`src/rtl/divq_pkg.sv`:
```
package divq_pkg;
  localparam int unsigned OFS_CTRL = 'h000;
  localparam int unsigned OFS_DVD  = 'h004;
  localparam int unsigned OFS_DSR  = 'h008;
  localparam int unsigned OFS_QUO  = 'h00C;
  localparam int unsigned OFS_REM  = 'h010;

  localparam int unsigned GO_BIT   = 0;
  localparam int unsigned ZDIV_BIT = 2;
  localparam int unsigned DONE_BIT = 3;

  typedef enum logic [1:0] {
    ST_IDLE = 2'd0,
    ST_ITER = 2'd1,
    ST_FIX  = 2'd2,
    ST_ZERO = 2'd3
  } divq_state_e;
endpackage

```
`src/rtl/divq_negate.sv`:
```
module divq_negate #(
  parameter int unsigned W = 32
) (
  input  logic [W-1:0] val_i,
  input  logic         neg_i,
  output logic [W-1:0] val_o
);
  localparam logic [W-1:0] ONE = W'(1);
  assign val_o = neg_i ? (~val_i + ONE) : val_i;
endmodule

```
`src/rtl/divq_engine.sv`:
```
module divq_engine
  import divq_pkg::*;
#(
  parameter int unsigned DW = 32
) (
  input  logic          clk_i,
  input  logic          rst_ni,
  input  logic          start_i,
  input  logic [DW-1:0] dividend_i,
  input  logic [DW-1:0] divisor_i,
  output logic          busy_o,
  output logic          done_o,
  output logic          zdiv_o,
  output logic [DW-1:0] quot_o,
  output logic [DW-1:0] rem_o
);
  localparam int unsigned CW = $clog2(DW + 1);
  localparam logic [CW-1:0] LAST = CW'(DW - 1);

  divq_state_e   state_q;
  logic [CW-1:0] cnt_q;
  logic [DW-1:0] den_q, quo_q;
  logic [DW:0]   acc_q;
  logic          negq_q, negr_q;

  logic [DW-1:0] dvd_abs, dsr_abs, quo_fix, rem_fix;
  logic [DW:0]   shifted, diff;
  logic          take;

  divq_negate #(.W(DW)) u_abs_dvd (.val_i(dividend_i), .neg_i(dividend_i[DW-1]), .val_o(dvd_abs));
  divq_negate #(.W(DW)) u_abs_dsr (.val_i(divisor_i),  .neg_i(divisor_i[DW-1]),  .val_o(dsr_abs));
  divq_negate #(.W(DW)) u_fix_quo (.val_i(quo_q),          .neg_i(negq_q), .val_o(quo_fix));
  divq_negate #(.W(DW)) u_fix_rem (.val_i(acc_q[DW-1:0]),  .neg_i(negr_q), .val_o(rem_fix));

  // restoring step: shift in next dividend bit, trial subtract
  assign shifted = {acc_q[DW-1:0], quo_q[DW-1]};
  assign diff    = shifted - {1'b0, den_q};
  assign take    = ~diff[DW];

  always_ff @(posedge clk_i or negedge rst_ni) begin
    if (!rst_ni) begin
      state_q <= ST_IDLE;
      cnt_q   <= '0;
      den_q   <= '0;
      quo_q   <= '0;
      acc_q   <= '0;
      negq_q  <= 1'b0;
      negr_q  <= 1'b0;
    end else begin
      unique case (state_q)
        ST_IDLE: begin
          if (start_i) begin
            cnt_q <= '0;
            if (divisor_i == '0) begin
              state_q <= ST_ZERO;
              acc_q   <= {1'b0, dividend_i};
              negq_q  <= 1'b0;
              negr_q  <= 1'b0;
            end else begin
              state_q <= ST_ITER;
              acc_q   <= '0;
              quo_q   <= dvd_abs;
              den_q   <= dsr_abs;
              negq_q  <= dividend_i[DW-1] ^ divisor_i[DW-1];
              negr_q  <= dividend_i[DW-1];
            end
          end
        end
        ST_ITER: begin
          acc_q <= take ? diff : shifted;
          quo_q <= {quo_q[DW-2:0], take};
          cnt_q <= cnt_q + 1'b1;
          if (cnt_q == LAST) state_q <= ST_FIX;
        end
        ST_FIX:  state_q <= ST_IDLE;
        ST_ZERO: state_q <= ST_IDLE;
        default: state_q <= ST_IDLE;
      endcase
    end
  end

  assign busy_o = (state_q != ST_IDLE);
  assign done_o = (state_q == ST_FIX) || (state_q == ST_ZERO);
  assign zdiv_o = (state_q == ST_ZERO);
  assign quot_o = (state_q == ST_ZERO) ? '1 : quo_fix;
  assign rem_o  = rem_fix;

  // a start while iterating must not reload the latched operands
  a_r7_no_reload: assert property (@(posedge clk_i) disable iff (!rst_ni)
    (state_q == ST_ITER && start_i) |=> ($stable(den_q) && $stable(negq_q) && $stable(negr_q)));

  // remainder magnitude stays below divisor magnitude at completion
  a_r5_rem_bound: assert property (@(posedge clk_i) disable iff (!rst_ni)
    (state_q == ST_FIX) |-> (acc_q < {1'b0, den_q}));
endmodule

```
`src/rtl/divq_periph.sv`:
```
module divq_periph
  import divq_pkg::*;
#(
  parameter int unsigned ADDR_W = 12,
  parameter int unsigned DW     = 32
) (
  input  logic              clk_i,
  input  logic              rst_ni,
  input  logic [ADDR_W-1:0] addr_i,
  input  logic              wr_en_i,
  input  logic [DW-1:0]     wr_data_i,
  input  logic              rd_en_i,
  output logic [DW-1:0]     rd_data_o
);
  localparam logic [ADDR_W-1:0] A_CTRL = ADDR_W'(OFS_CTRL);
  localparam logic [ADDR_W-1:0] A_DVD  = ADDR_W'(OFS_DVD);
  localparam logic [ADDR_W-1:0] A_DSR  = ADDR_W'(OFS_DSR);
  localparam logic [ADDR_W-1:0] A_QUO  = ADDR_W'(OFS_QUO);
  localparam logic [ADDR_W-1:0] A_REM  = ADDR_W'(OFS_REM);
  localparam int unsigned CKW = $clog2(DW + 2) + 1;

  logic [DW-1:0] dvd_q, dsr_q, quo_q, rem_q;
  logic          done_q, zdiv_q;
  logic          start_acc;
  logic          eng_busy, eng_done, eng_zdiv;
  logic [DW-1:0] eng_quot, eng_rem;

  assign start_acc = wr_en_i && (addr_i == A_CTRL) && wr_data_i[GO_BIT] && !eng_busy;

  divq_engine #(.DW(DW)) u_engine (
    .clk_i      (clk_i),
    .rst_ni     (rst_ni),
    .start_i    (start_acc),
    .dividend_i (dvd_q),
    .divisor_i  (dsr_q),
    .busy_o     (eng_busy),
    .done_o     (eng_done),
    .zdiv_o     (eng_zdiv),
    .quot_o     (eng_quot),
    .rem_o      (eng_rem)
  );

  always_ff @(posedge clk_i or negedge rst_ni) begin
    if (!rst_ni) begin
      dvd_q  <= '0;
      dsr_q  <= '0;
      quo_q  <= '0;
      rem_q  <= '0;
      done_q <= 1'b1;
      zdiv_q <= 1'b0;
    end else begin
      if (wr_en_i && addr_i == A_DVD) dvd_q <= wr_data_i;
      if (wr_en_i && addr_i == A_DSR) dsr_q <= wr_data_i;
      if (start_acc) begin
        done_q <= 1'b0;
        zdiv_q <= 1'b0;
      end else if (eng_done) begin
        done_q <= 1'b1;
        zdiv_q <= eng_zdiv;
        quo_q  <= eng_quot;
        rem_q  <= eng_rem;
      end
    end
  end

  always_comb begin
    rd_data_o = '0;
    if (rd_en_i) begin
      unique case (addr_i)
        A_CTRL: begin
          rd_data_o[DONE_BIT] = done_q;
          rd_data_o[ZDIV_BIT] = zdiv_q;
        end
        A_DVD:   rd_data_o = dvd_q;
        A_DSR:   rd_data_o = dsr_q;
        A_QUO:   rd_data_o = quo_q;
        A_REM:   rd_data_o = rem_q;
        default: rd_data_o = '0;
      endcase
    end
  end

  // cycle counter since accepted start, for latency checks
  logic [CKW-1:0] chk_cyc_q;
  always_ff @(posedge clk_i or negedge rst_ni) begin
    if (!rst_ni)        chk_cyc_q <= '0;
    else if (start_acc) chk_cyc_q <= '0;
    else if (eng_busy)  chk_cyc_q <= chk_cyc_q + 1'b1;
  end

  a_r4_clear_on_start: assert property (@(posedge clk_i) disable iff (!rst_ni)
    start_acc |=> (!done_q && !zdiv_q));

  a_r4_latency: assert property (@(posedge clk_i) disable iff (!rst_ni)
    (eng_done && !eng_zdiv) |-> (chk_cyc_q == CKW'(DW)));

  a_r6_zero_fast: assert property (@(posedge clk_i) disable iff (!rst_ni)
    (eng_done && eng_zdiv) |-> (chk_cyc_q == '0));

  a_r6_zero_result: assert property (@(posedge clk_i) disable iff (!rst_ni)
    (eng_done && eng_zdiv) |=> (done_q && zdiv_q && quo_q == '1));

  a_r8_quo_ro: assert property (@(posedge clk_i) disable iff (!rst_ni)
    (wr_en_i && addr_i == A_QUO && !eng_done) |=> $stable(quo_q));

  a_r3_ctrl_rsvd: assert property (@(posedge clk_i) disable iff (!rst_ni)
    (rd_en_i && addr_i == A_CTRL) |-> (rd_data_o[GO_BIT] == 1'b0 && rd_data_o[DW-1:4] == '0));
endmodule

```
`config.mk`:
```
export PLATFORM = sky130hd
export DESIGN_NAME = divq_periph
export DESIGN_NICKNAME = d
export VERILOG_FILES = /design/src/rtl/divq_pkg.sv /design/src/rtl/divq_negate.sv /design/src/rtl/divq_engine.sv /design/src/rtl/divq_periph.sv
export SDC_FILE = /design/constraint.sdc
export NUM_CORES = 1
export LEC_CHECK = 0
export BUFFER_PORTS_ARGS = -buffer_cell sky130_fd_sc_hd__buf_2
export CORE_MARGIN = 5
export CORE_UTILIZATION = 55
export DETAILED_ROUTE_END_ITERATION = 7
export GPL_TIMING_DRIVEN = 0
export PLACE_DENSITY = 0.82
export SLEW_MARGIN = 30
export SYNTH_ARGS = -nofsm -noshare
export SYNTH_HDL_FRONTEND = slang
export SYNTH_SLANG_ARGS = --single-unit
```
`constraint.sdc`:
```
create_clock -name clk_i -period 6.71 [get_ports clk_i]
set_clock_uncertainty 0.05 [all_clocks]
set_input_delay 1.6775 -clock clk_i [delete_from_list [all_inputs] [get_ports clk_i]]
set_output_delay 1.6775 -clock clk_i [all_outputs]
set_load 0.01 [all_outputs]
```
# After elaboration in Yosys (flattened, before gate mapping)
# Index checks and enable logic that the tools add are counted.
[word_totals]
out_inout_bits = 32
wordCells = 86
memories = 0
ramBits = 0
input_bits = 48
reg_bits = 236
latch_bits = 0
romBits = 0
[classes]
n_reduce_logical = 20
n_eq_ne = 11
n_mux = 28
n_shift = 0
magnitude_cmp = 0
n_mul = 0
bitwise = 8
addsub = 6
n_div = 0
[op_table]
columns = ["cell", "n"]
rows = [
  ["$mux W32", 11],
  ["$add A32 B1 Y32 const B", 4],
  ["$not A32 Y32", 4],
  ["$pmux W32 S2", 2],
  ["$pmux W28 S4", 1],
  ["$sub A33 B32 Y33", 1],
  ["$logic_not A32 Y1", 1],
  ["$eq A12 B4 Y1 const B", 2],
  ["$eq A12 B3 Y1 const B", 1],
  ["$eq A12 B5 Y1 const B", 1],
  ["$logic_not A12 Y1", 1],
  ["$pmux W6 S2", 1],
  ["$pmux W2 S5", 1],
  ["$pmux W2 S4", 1],
  ["$reduce_and A2 Y1", 4],
  ["$add A6 B1 Y6 const B", 1],
  ["$eq A6 B5 Y1 const B", 1],
  ["$mux W1", 6],
  ["$mux W2", 3],
  ["$mux W6", 1],
  ["$pmux W2 S3", 1],
  ["$reduce_and A3 Y1", 2],
  ["$reduce_bool A2 Y1", 3],
  ["$logic_and A1 B1 Y1", 5],
  ["other kinds (10)", 14],
]

# Depth between registers and ports, before layout
[depth]
word_depth = 6
mapped_depth = 14

# Modules after synthesis
# A second synthesis with hierarchy kept.
[hier_totals]
hier_cells = 1650
hier_area_um2 = 16211.8
[by_module_without_submodules]
columns = ["mod", "area_per_inst_um2", "cells_each", "seq_area_each_um2", "instances"]
rows = [
  ["divq_engine", 6955.4, 808, 2652.5, 1],
  ["divq_periph", 6148.4, 446, 3254.4, 1],
  ["divq_negate", 777.0, 99, 0.0, 4],
]

# Least setup slack after synthesis
# Ideal clock, no wire load.
[synth_path]
kind = "input to output"
startpoint = "input addr_i[2]"
endpoint = "output rd_data_o[10]"
arrival_ns = 3.080
cell_stages = 7
slack_ns = 1.903
cell_sequence = "clkbuf_1 > buf_1 > mux2_2 > a22oi_1 > nor2_1 > a21oi_1 > nor2_1"
[synth_between]
elab_chain_len = 3
elab_cells_between_ends = 6
[synth_rtl]
columns = ["item", "line", "text"]
rows = [
  ["from (decl)", "divq_periph.sv:9", "input logic [ADDR_W-1:0] addr_i,"],
  ["$eq A12 B5 Y1 (tied with other cells)", "divq_periph.sv:69", "unique case (addr_i)"],
  ["$pmux W28 S4 *", "divq_periph.sv:69", ""],
  ["$mux W32 *", "divq_periph.sv:68", "if (rd_en_i) begin"],
  ["to (decl)", "divq_periph.sv:13", "output logic [DW-1:0] rd_data_o"],
]
# Mark *: on every way between the ends. The rest lies on a longest branch, timed or not.

# Worst setup path after layout
[layout_path]
startpoint = "input addr_i[2]"
endpoint = "output rd_data_o[12]"
# The elaborated chain is that of the path after synthesis.

==> key figures <==
Outcome
  – Run status: finished clean

Yosys
  – Number of nets in the synthesized netlist: 1747
  – Yosys Warn Count: 0
  – Register area share after synthesis: 39.6%
  – Top cells by area in the synthesized netlist: sky130_fd_sc_hd__dfrtp_1, sky130_fd_sc_hd__mux2_2, sky130_fd_sc_hd__a21oi_1
  – Count of mapped cells out of synthesis: 1661
  – Number of flops mapped to enable cells by yosys: 0
  – Synthesized cell area: 14900 um2
  – Most used flip-flop cell after synthesis: sky130_fd_sc_hd__dfrtp_1
  – Ranking of synthesized cells by instance count: sky130_fd_sc_hd__dfrtp_1, sky130_fd_sc_hd__nor2_1, sky130_fd_sc_hd__a21oi_1
  – Synthesized flop and latch total: 236
  – Area share of the largest cell type after synthesis: 39.4%
  – Fraction of registers with async set or reset after synthesis: 100%
  – Most instantiated library cell after synthesis: sky130_fd_sc_hd__dfrtp_1
  – Post-synth cell types: 77
  – Avg Synthesized Cell Area: 8.98 um2
  – Leading area contributor after synthesis: sky130_fd_sc_hd__dfrtp_1

Clock network
  – Worst-Skew Late Latency: 0.53 ns
  – Clock-pin slew on the worst setup and hold paths: 0.06 ns
  – Cts bufs inserted: 24
  – H-tree depth reported by CTS: 1
  – Post-CTS sizing: 0
  – Maximum root-to-sink buffer count: 3
  – Post-CTS Setup Inserts: 0
  – Hold buffer count at cts: 0
  – CTS Root Buffer Type: sky130_fd_sc_hd__clkbuf_16
  – Clock tree from TritonCTS: yes
  – Sink count of the clock tree: 236

Critical path
  – Slowest cell on the critical path: sky130_fd_sc_hd__o21ai_0
  – Delay of the slowest cell on the worst path: 0.51 ns
  – Sort of element at the start of the critical path: input port
  – Required @ worst endpoint: 4.98 ns
  – Buffer and inverter count on the worst path: 4
  – Classification of the worst setup path: input port to output port
  – Nature of the critical path endpoint: output port
  – Most Frequent Cell on Critical Path: sky130_fd_sc_hd__nor2_1
  – CP max FO: 10
  – Cells along the critical path: buf_2 > clkbuf_1 > nor2_1 > nand2_1 > nor2_1 > o21ai_0 > clkbuf_1 > nor2_1 > buf_2
  – Arr. time, crit path: 4.22 ns
  – Top delay family on crit path: simple AND/OR/NAND/NOR gates

Timing
  – Setup repair after global routing missed its margin: false
  – Final sum of negative setup slack: 0 ns
  – Max frequency: 168 MHz
  – Shortest period the worst path allows: 5.94 ns
  – Worst Tran Pin Value: 1.03 ns
  – Final count of hold timing violations: 0
  – Number of endpoints failing setup at the final stage: 0
  – Pins Over Slew Limit: 0
  – Relative slew slack: 30.7%
  – Ratio of final minimum period to clock period: 88.6%

Finish
  – # diodes: 0
  – Share of cells above drive strength 1: 14.7%
  – Number of fill cells in the layout: 2251
  – Relative area change from synthesis to final layout: 11.7%
  – # nets final: 1854

Global route
  – Aggregate global routing overflow: 0
  – First-pass GRT wire length: 77300 um
  – Global Route Usage Sum: 32.1%
  – Number of antenna violations at the first check in global routing: 1
  – Maximum number of pins on one net before global-route repair: 71
  – Vias in the first global route: 13400

Die
  – Die area: 30500 um2
  – Row Count: 60
  – Die X-Extent: 175 um
  – Core area: 26800 um2
  – Number of top-level pins: 80
  – Starting density of the core: 55.6%
  – Die H: 175 um

Worst hold path
  – Path category of the worst min-delay check: flip-flop to flip-flop

Power and ir drop
  – PD cells: 379 nW/um2
  – Max IR drop VDD: 0.000230 V
  – Lkg Pwr: 7.16 nW
  – Overall power after layout: 6.32 mW

Drt
  – Average wire length per cell after detail routing: 23.6 um
  – Router iterations before antenna repair: 6
  – Vias after detailed routing: 13900
  – Post-Route WL: 50200 um
  – 1st-iter DRT viols: 1817
  – Average via count per standard cell: 6.53
  – Antenna-violating nets left: 0
  – Drc violations: 0

Placement
  – Port Buffer Count: 78
  – Routability congestion estimate: 0.974
  – Placed wire-length estimate after detailed placement: 38400 um

Flow run
  – Max-Cap Viols: 0
-- report_power, final --
group / internal (mW) / switching (mW)
sequential: 1.82 / 0.499
combinational: 1.03 / 1.54
clock: 0.852 / 0.585
-- path summary, 6_finish.rpt --
kind	start	slack, ns	to	depth (start not counted)
max	addr_i[2]	0.77	rd_data_o[12]	9
min	u_engine.den_q[9]	0.43	u_engine.den_q[9]	2
max reg2reg	dsr_q[0]	1.97	u_engine.quo_q[1]	10
min reg2reg	u_engine.den_q[9]	0.43	u_engine.den_q[9]	2
max in group asynchronous	rst_ni	4.50	u_engine.acc_q[30]	3
min in group asynchronous	rst_ni	1.05	dvd_q[9]	1
-- layout by cell type, fill, tap and decap left out, types with 6 or more instances in the layout --
master,instances
sky130_fd_sc_hd__a22oi_1,51
sky130_fd_sc_hd__xor2_1,83
sky130_fd_sc_hd__inv_1,50
sky130_fd_sc_hd__o21ai_0,125
sky130_fd_sc_hd__buf_2,85
sky130_fd_sc_hd__and2_1,6
sky130_fd_sc_hd__nor3_1,18
sky130_fd_sc_hd__ha_1,37
sky130_fd_sc_hd__nand2_1,115
sky130_fd_sc_hd__clkbuf_1,91
sky130_fd_sc_hd__mux2i_1,24
sky130_fd_sc_hd__a31oi_1,7
sky130_fd_sc_hd__or2_2,12
sky130_fd_sc_hd__buf_1,12
sky130_fd_sc_hd__clkbuf_16,25
sky130_fd_sc_hd__o31ai_1,31
sky130_fd_sc_hd__o41ai_1,16
sky130_fd_sc_hd__a21o_1,14
sky130_fd_sc_hd__o221ai_1,6
sky130_fd_sc_hd__a21oi_1,151
sky130_fd_sc_hd__and3_1,10
sky130_fd_sc_hd__nor4_1,6
sky130_fd_sc_hd__or4_1,18
sky130_fd_sc_hd__nand3_1,22
sky130_fd_sc_hd__xnor2_1,57
sky130_fd_sc_hd__or3_1,23
sky130_fd_sc_hd__nand4_1,17
sky130_fd_sc_hd__nand2b_1,7
sky130_fd_sc_hd__nor2b_1,11
sky130_fd_sc_hd__nor2_1,195
sky130_fd_sc_hd__mux2_2,99
sky130_fd_sc_hd__o211ai_1,11
sky130_fd_sc_hd__dfrtp_1,235
sky130_fd_sc_hd__o22ai_1,15
sky130_fd_sc_hd__o21a_1,6
sky130_fd_sc_hd__a211oi_1,10
-- state kept, by name, indices dropped and copies added, names as in the netlist --
signal,count
done_q,1
dsr_q,32
dvd_q,32
quo_q,32
rem_q,32
u_engine.acc_q,32
u_engine.cnt_q,6
u_engine.den_q,32
u_engine.negq_q,1
u_engine.negr_q,1
u_engine.quo_q,32
u_engine.state_q,2
zdiv_q,1
-- metal layers --
metal	vias up	wire [um]	global-route usage (%)
met5	-	13	0
met4	2	2760	15.3
met3	182	4680	5.76
met2	820	22700	50.5
met1	6702	20100	43.3
li1	6177	-	-
-- kinds of logic after synthesis --
logic type,share of synthesized area (%)
AO/OA/AOI/OAI,20.2
AND/OR/NAND/NOR,15.1
flip-flops,39.6
buffers and inverters,4.20
XOR/XNOR,8.22
multiplexers,9.39
adder cells (fa/ha/maj),3.24
-- worst register-to-register path: stages (launching register included) --
cell	delay [ns]
sky130_fd_sc_hd__dfrtp_1	0.40
sky130_fd_sc_hd__inv_1	0.13
sky130_fd_sc_hd__ha_1	0.20
sky130_fd_sc_hd__or3b_2	0.49
sky130_fd_sc_hd__nor4_1	0.86
sky130_fd_sc_hd__nand4_1	0.27
sky130_fd_sc_hd__nor3_1	0.57
sky130_fd_sc_hd__nand2b_1	0.32
sky130_fd_sc_hd__buf_2	0.33
sky130_fd_sc_hd__buf_1	0.74
sky130_fd_sc_hd__o221ai_1	0.20
-- per-stage QoR --
stage          std cells  util (%)  setup slack [ns]  hold WS (ns)  cell area [um2]
2_1_floorplan       1661         -              1.90         0.399            14900
3_3_place_gp        2080      58.7            -0.131         0.413            15700
3_5_place_dp        2083      59.0             0.823         0.422            15800
4_1_cts             2127      62.1             0.812         0.435            16700
5_1_grt             2127      62.2             0.780         0.455            16700
6_report            2127      62.2             0.766         0.431            16700
-- area by class of cell --
type	count	area, um2	share of cell area (%)
inverters	50	188	1.13
clock buffers	33	666	4.00
plain buffers	108	439	2.64
well taps	341	427	2.56
multi-input cells	1267	8380	50.3
repair buffers	81	483	2.90
clock inverters	11	170	1.02
flip-flops and latches	236	5910	35.5
No activity file was read; power rests on OpenSTA's default activity.
